### config.mk
export PLATFORM = sky130hd
export DESIGN_NAME = keyed_nvm_ctrl
export DESIGN_NICKNAME = d
export VERILOG_FILES = /design/src/rtl/keyed_nvm_ctrl.sv
export SDC_FILE = /design/constraint.sdc
export NUM_CORES = 2
export LEC_CHECK = 0
export BUFFER_PORTS_ARGS = -buffer_cell sky130_fd_sc_hd__buf_2
export CAP_MARGIN = 40
export CELL_PAD_IN_SITES_DETAIL_PLACEMENT = 0
export CELL_PAD_IN_SITES_GLOBAL_PLACEMENT = 1
export CORE_ASPECT_RATIO = 1.1
export CORE_MARGIN = 5
export CORE_UTILIZATION = 50
export CTS_BUF_LIST = sky130_fd_sc_hd__clkbuf_2 sky130_fd_sc_hd__clkbuf_4 sky130_fd_sc_hd__clkbuf_8
export DETAILED_ROUTE_END_ITERATION = 8
export HOLD_SLACK_MARGIN = 0.12
export PLACE_DENSITY_LB_ADDON = 0.1
export SYNTH_ARGS = -nofsm -noshare
export SYNTH_HDL_FRONTEND = slang
export SYNTH_SLANG_ARGS = --single-unit
### constraint.sdc
create_clock -name clk -period 6.8 [get_ports clk]
set_input_delay 1.36 -clock clk [delete_from_list [all_inputs] [get_ports clk]]
set_output_delay 1.36 -clock clk [all_outputs]
set_load 0.02 [all_outputs]
### src/rtl/keyed_nvm_ctrl.sv
module keyed_nvm_ctrl #(
  parameter int WRITE_CYCLES = 16,
  parameter int ADDR_W = 8
) (
  input  logic       clk,
  input  logic       rst_n,
  input  logic       bus_we,
  input  logic [1:0] bus_addr,
  input  logic [7:0] bus_wdata,
  output logic [7:0] bus_rdata,
  output logic       done_irq
);
  localparam int DEPTH = 1 << ADDR_W;
  localparam int CNT_W = $clog2(WRITE_CYCLES + 1);
  localparam logic [7:0] KEY_A = 8'h55;
  localparam logic [7:0] KEY_B = 8'hAA;

  typedef enum logic [1:0] {K_IDLE, K_FIRST, K_ARMED} key_t;

  logic [7:0]        mem [DEPTH];
  logic [ADDR_W-1:0] addr_q;
  logic [7:0]        data_q;
  logic [CNT_W-1:0]  cnt_q;
  logic              wr_q, wren_q, flag_q;
  key_t              key_q;

  wire sel_addr = bus_we && bus_addr == 2'd0;
  wire sel_data = bus_we && bus_addr == 2'd1;
  wire sel_ctrl = bus_we && bus_addr == 2'd2;
  wire sel_key  = bus_we && bus_addr == 2'd3;
  wire ctrl_ok  = sel_ctrl && !wr_q;
  wire start    = ctrl_ok && bus_wdata[1] && wren_q && key_q == K_ARMED;
  wire rd_go    = ctrl_ok && bus_wdata[0] && !start;
  wire done     = wr_q && cnt_q == '0;

  always_ff @(posedge clk or negedge rst_n) begin
    if (!rst_n) key_q <= K_IDLE;
    else if (bus_we) begin
      if (sel_key && key_q == K_IDLE && bus_wdata == KEY_A) key_q <= K_FIRST;
      else if (sel_key && key_q == K_FIRST && bus_wdata == KEY_B) key_q <= K_ARMED;
      else key_q <= K_IDLE;
    end
  end

  always_ff @(posedge clk or negedge rst_n) begin
    if (!rst_n) begin
      addr_q <= '0;
      data_q <= '0;
      wr_q   <= 1'b0;
      wren_q <= 1'b0;
      flag_q <= 1'b0;
      cnt_q  <= '0;
    end else begin
      if (sel_addr && !wr_q) addr_q <= bus_wdata[ADDR_W-1:0];
      if (rd_go) data_q <= mem[addr_q];
      else if (sel_data && !wr_q) data_q <= bus_wdata;
      if (ctrl_ok) wren_q <= bus_wdata[2];
      if (start) begin
        wr_q  <= 1'b1;
        cnt_q <= CNT_W'(WRITE_CYCLES - 1);
      end else if (done) begin
        wr_q <= 1'b0;
      end else if (wr_q) begin
        cnt_q <= cnt_q - 1'b1;
      end
      if (done) flag_q <= 1'b1;
      else if (ctrl_ok) flag_q <= flag_q & bus_wdata[3];
    end
  end

  always_ff @(posedge clk) if (done) mem[addr_q] <= data_q;

  always_comb begin
    case (bus_addr)
      2'd0:    bus_rdata = 8'(addr_q);
      2'd1:    bus_rdata = data_q;
      2'd2:    bus_rdata = {4'b0, flag_q, wren_q, wr_q, 1'b0};
      default: bus_rdata = 8'h00;
    endcase
  end
  assign done_irq = flag_q;


  flag_on_finish_chk: assert property (@(posedge clk) disable iff (!rst_n)
    $fell(wr_q) |-> flag_q);

  flag_sw_clear_chk: assert property (@(posedge clk) disable iff (!rst_n)
    $fell(flag_q) |-> $past(bus_we && bus_addr == 2'd2));

  wren_sw_only_chk: assert property (@(posedge clk) disable iff (!rst_n)
    $fell(wren_q) |-> $past(bus_we && bus_addr == 2'd2 && !bus_wdata[2]));

  start_armed_chk: assert property (@(posedge clk) disable iff (!rst_n)
    $rose(wr_q) |-> $past(key_q == K_ARMED && wren_q));

  frozen_regs_chk: assert property (@(posedge clk) disable iff (!rst_n)
    $past(wr_q) |-> ($stable(addr_q) && $stable(data_q) && $stable(wren_q)));
endmodule

==> impl_metrics.ini <==
[synthesis]
synth_top_area_share_pct = 75.4
avgSynthCellArea_um2 = 21.0
synthArstFlopShare_pct = 1.25
ys_warn_count = 0
synth_enable_flop_cells = 2048
ys.flop_type = edfxtp_1
synthCells = 3880
synth.distinct_cells = 80
yosys-top-cells-area = edfxtp_1 75%, mux4_2 12%, mux2i_1 2.0%
netlist_area_um2 = 81600
ys_ff_latch = 2074
mappedNetlistNets = 3894
synth_top_cell_by_area = edfxtp_1
ys_seq_area_share_pct = 76.2

[timing]
slew_viol_final = 0
setup_tns_ps = 0
period_share_pct = 65.3
setup_viol = 0
clock.fmax_ghz = 0.225
rsz0062_at_grt = false
setup_ws_ps = 2360
hold_viol = 0
finalClockSkew_ps = 66.9
tightest_slew_ps = 997
fin_crit_ps = 4440
max_slew_margin_pct = 32.9

[placement]
dp_slack_ps = 2340
portBuffers = 21
place_congestion = 0.840
hpwl_um = 144000

[setup_path]
arrival_ps = 5310
crit_path_end_kind = flip-flop
path_cells = buf_12 > mux4_2 > a22o_1 > a221oi_1 > o22ai_1 > nor4_1 > a211oi_1
worstPathRequired_ps = 7670
reg2reg_slack_ps = 2360
start_kind = flip-flop
cp_max_fo = 88
setup.worst_path.class = flip-flop to flip-flop
critical_path.slowest_cell = dfrtp_4
max_stage_delay_ps = 980

[clock_network]
h-tree-depth = 5
clock_tree.root_cell = clkbuf_8
hold_buffers = 0
cts_resized = 0
cts_inserted_buffers = 349
clk_latency_ps = 1040
clk_pin_slew_ps = 60
cts_buffer_depth = 4
post_cts_buffers = 0
cts_sinks = 2074
cts_tree = yes

[floorplanning]
start_util_pct = 50.3
top_level_ports = 22
core_area_um2 = 162000
rows = 155
die_w_um = 395
fp.dieH_um = 434
die_area_um2 = 171000

[pwr]
worst_ir_drop_vdd_mv = 0.167
powerDensity_nw_per_um2 = 338
leakagePower_nw = 28.9

[global_routing]
grt_pass1_wl_um = 327000
grt_use_total_pct = 27.1
grt_max_degree = 162
overflow = 0
antenna_found_initial = 3
grt_pass1_vias = 43400

[finish]
fill_cells = 12100
syn_to_final_growth_pct = 11.6
finalCoreUtilization_pct = 56.1
final_common_cell = edfxtp_1
final_cell_mix = 2,048 x edfxtp_1, 433 x mux4_2, 358 x clkbuf_8, 290 x nor2_1, 168 x buf_4
drive_above_1_share_pct = 27.6
multi_input_area_um2 = 17700
nets = 4230
regArea_um2 = 62200

[routing]
wl_per_cell_um = 35.2
dr.pass1.iters = 5
totalWireLength_um = 232000
drtAntennaViolNets = 0
drc_errors = 0
via_per_inst = 6.33
vias = 41700
drt_iter0_drc = 4724

[outcome]
run_status = complete, no violations

[flow_run]
drv_cap = 0

[min_path]
hp-class = input pin to asynchronous set/reset pin
==> power by group <==
part | internal, W | switching (W)
clock network | 0.00562 | 0.00483
registers | 0.0151 | 0.000296
logic | 0.00155 | 0.00339
total | 0.0222 | 0.00852
==> final timing paths <==
kind,start,endpoint,cells after the start
worst max-delay path,addr_q[0],data_q[0],7
worst min-delay path,rst_n,data_q[0],1
worst max register to register,addr_q[0],data_q[0],7
worst min register to register,cnt_q[4],cnt_q[4],1
max in group asynchronous,rst_n,data_q[5],1
min in group clk,cnt_q[4],cnt_q[4],1
==> sequential cells by signal (all words and copies together) (netlist names) <==
register,count
mem,2048
addr_q,8
data_q,8
cnt_q,5
key_q,2
done_irq,1
wr_q,1
wren_q,1
==> final cells by class <==
cell class	count	share of cell area [%]
timing repair buffer	222	2.17
antenna	3	0.00825
multi-input combinational	1557	19.5
tap	2119	2.91
sequential	2074	68.3
inverter	12	0.0550
clock buffer	470	6.34
clock inverter	129	0.713
==> synthesized netlist by cell type, types with 5 or more instances <==
cell / instances
a21oi_1: 55
buf_6: 39
a211oi_1: 12
o21ai_0: 40
buf_4: 20
a22oi_1: 90
buf_8: 12
buf_12: 10
and2_1: 5
a32oi_1: 10
mux2i_1: 163
buf_2: 59
o2111ai_1: 6
a21o_1: 5
nor2_1: 293
nor3_1: 7
clkbuf_1: 77
o211ai_1: 9
nor2b_1: 16
clkbuf_8: 6
mux2_2: 22
mux4_2: 433
o22ai_1: 31
mux4_1: 48
a311oi_1: 8
inv_1: 12
edfxtp_1: 2048
a22o_1: 19
nand2_1: 138
nor4_1: 7
nand2b_1: 5
a31oi_1: 10
a221oi_1: 10
dfrtp_1: 26
nand3_1: 35
nand4_1: 8
buf_1: 10
==> per-stage QoR <==
step | std cells | instance area [um2] | total power, W | hold slack [ps]
after global routing | 6584 | 91000 | 0.0318 | 378
after detailed placement | 5977 | 84500 | 0.0206 | 536
final | 6586 | 91000 | 0.0308 | 388
after CTS | 6576 | 91000 | 0.0310 | 301
after global placement | 5889 | 83700 | 0.0204 | 506
after floorplan | 3880 | 81600 | 0.0186 | 489
==> per-layer routing <==
layer,up-vias,global-route usage (%),wire length [um]
li1,16900,-,-
met1,22300,36.1,89800
met2,2037,43.9,113000
met3,442,6.17,19500
met4,0,10.9,9930
met5,-,0,0
==> cells by family after synthesis <==
| logic type | count (synthesis) | share of synthesized area, % |
|---|---|---|
| and+or+nand+nor | 544 | 2.85 |
| AOI/OAI and AO/OA | 343 | 2.96 |
| buffers and inverters | 249 | 2.15 |
| xor gates and xnor gates | 3 | 0.0322 |
| DFF | 2074 | 76.2 |
| adders and majority gates | 1 | 0.0153 |
| muxes | 666 | 15.8 |
==> worst max-delay path: cells and delay by family, from the launching register on <==
family	cells	cell delay, ps
AO/OA/AOI/OAI	4	1010
flip-flops	1	980
AND/OR/NAND/NOR	1	870
multiplexers	1	630
buffers and inverters	1	600
(Power assumes the default switching activity.)
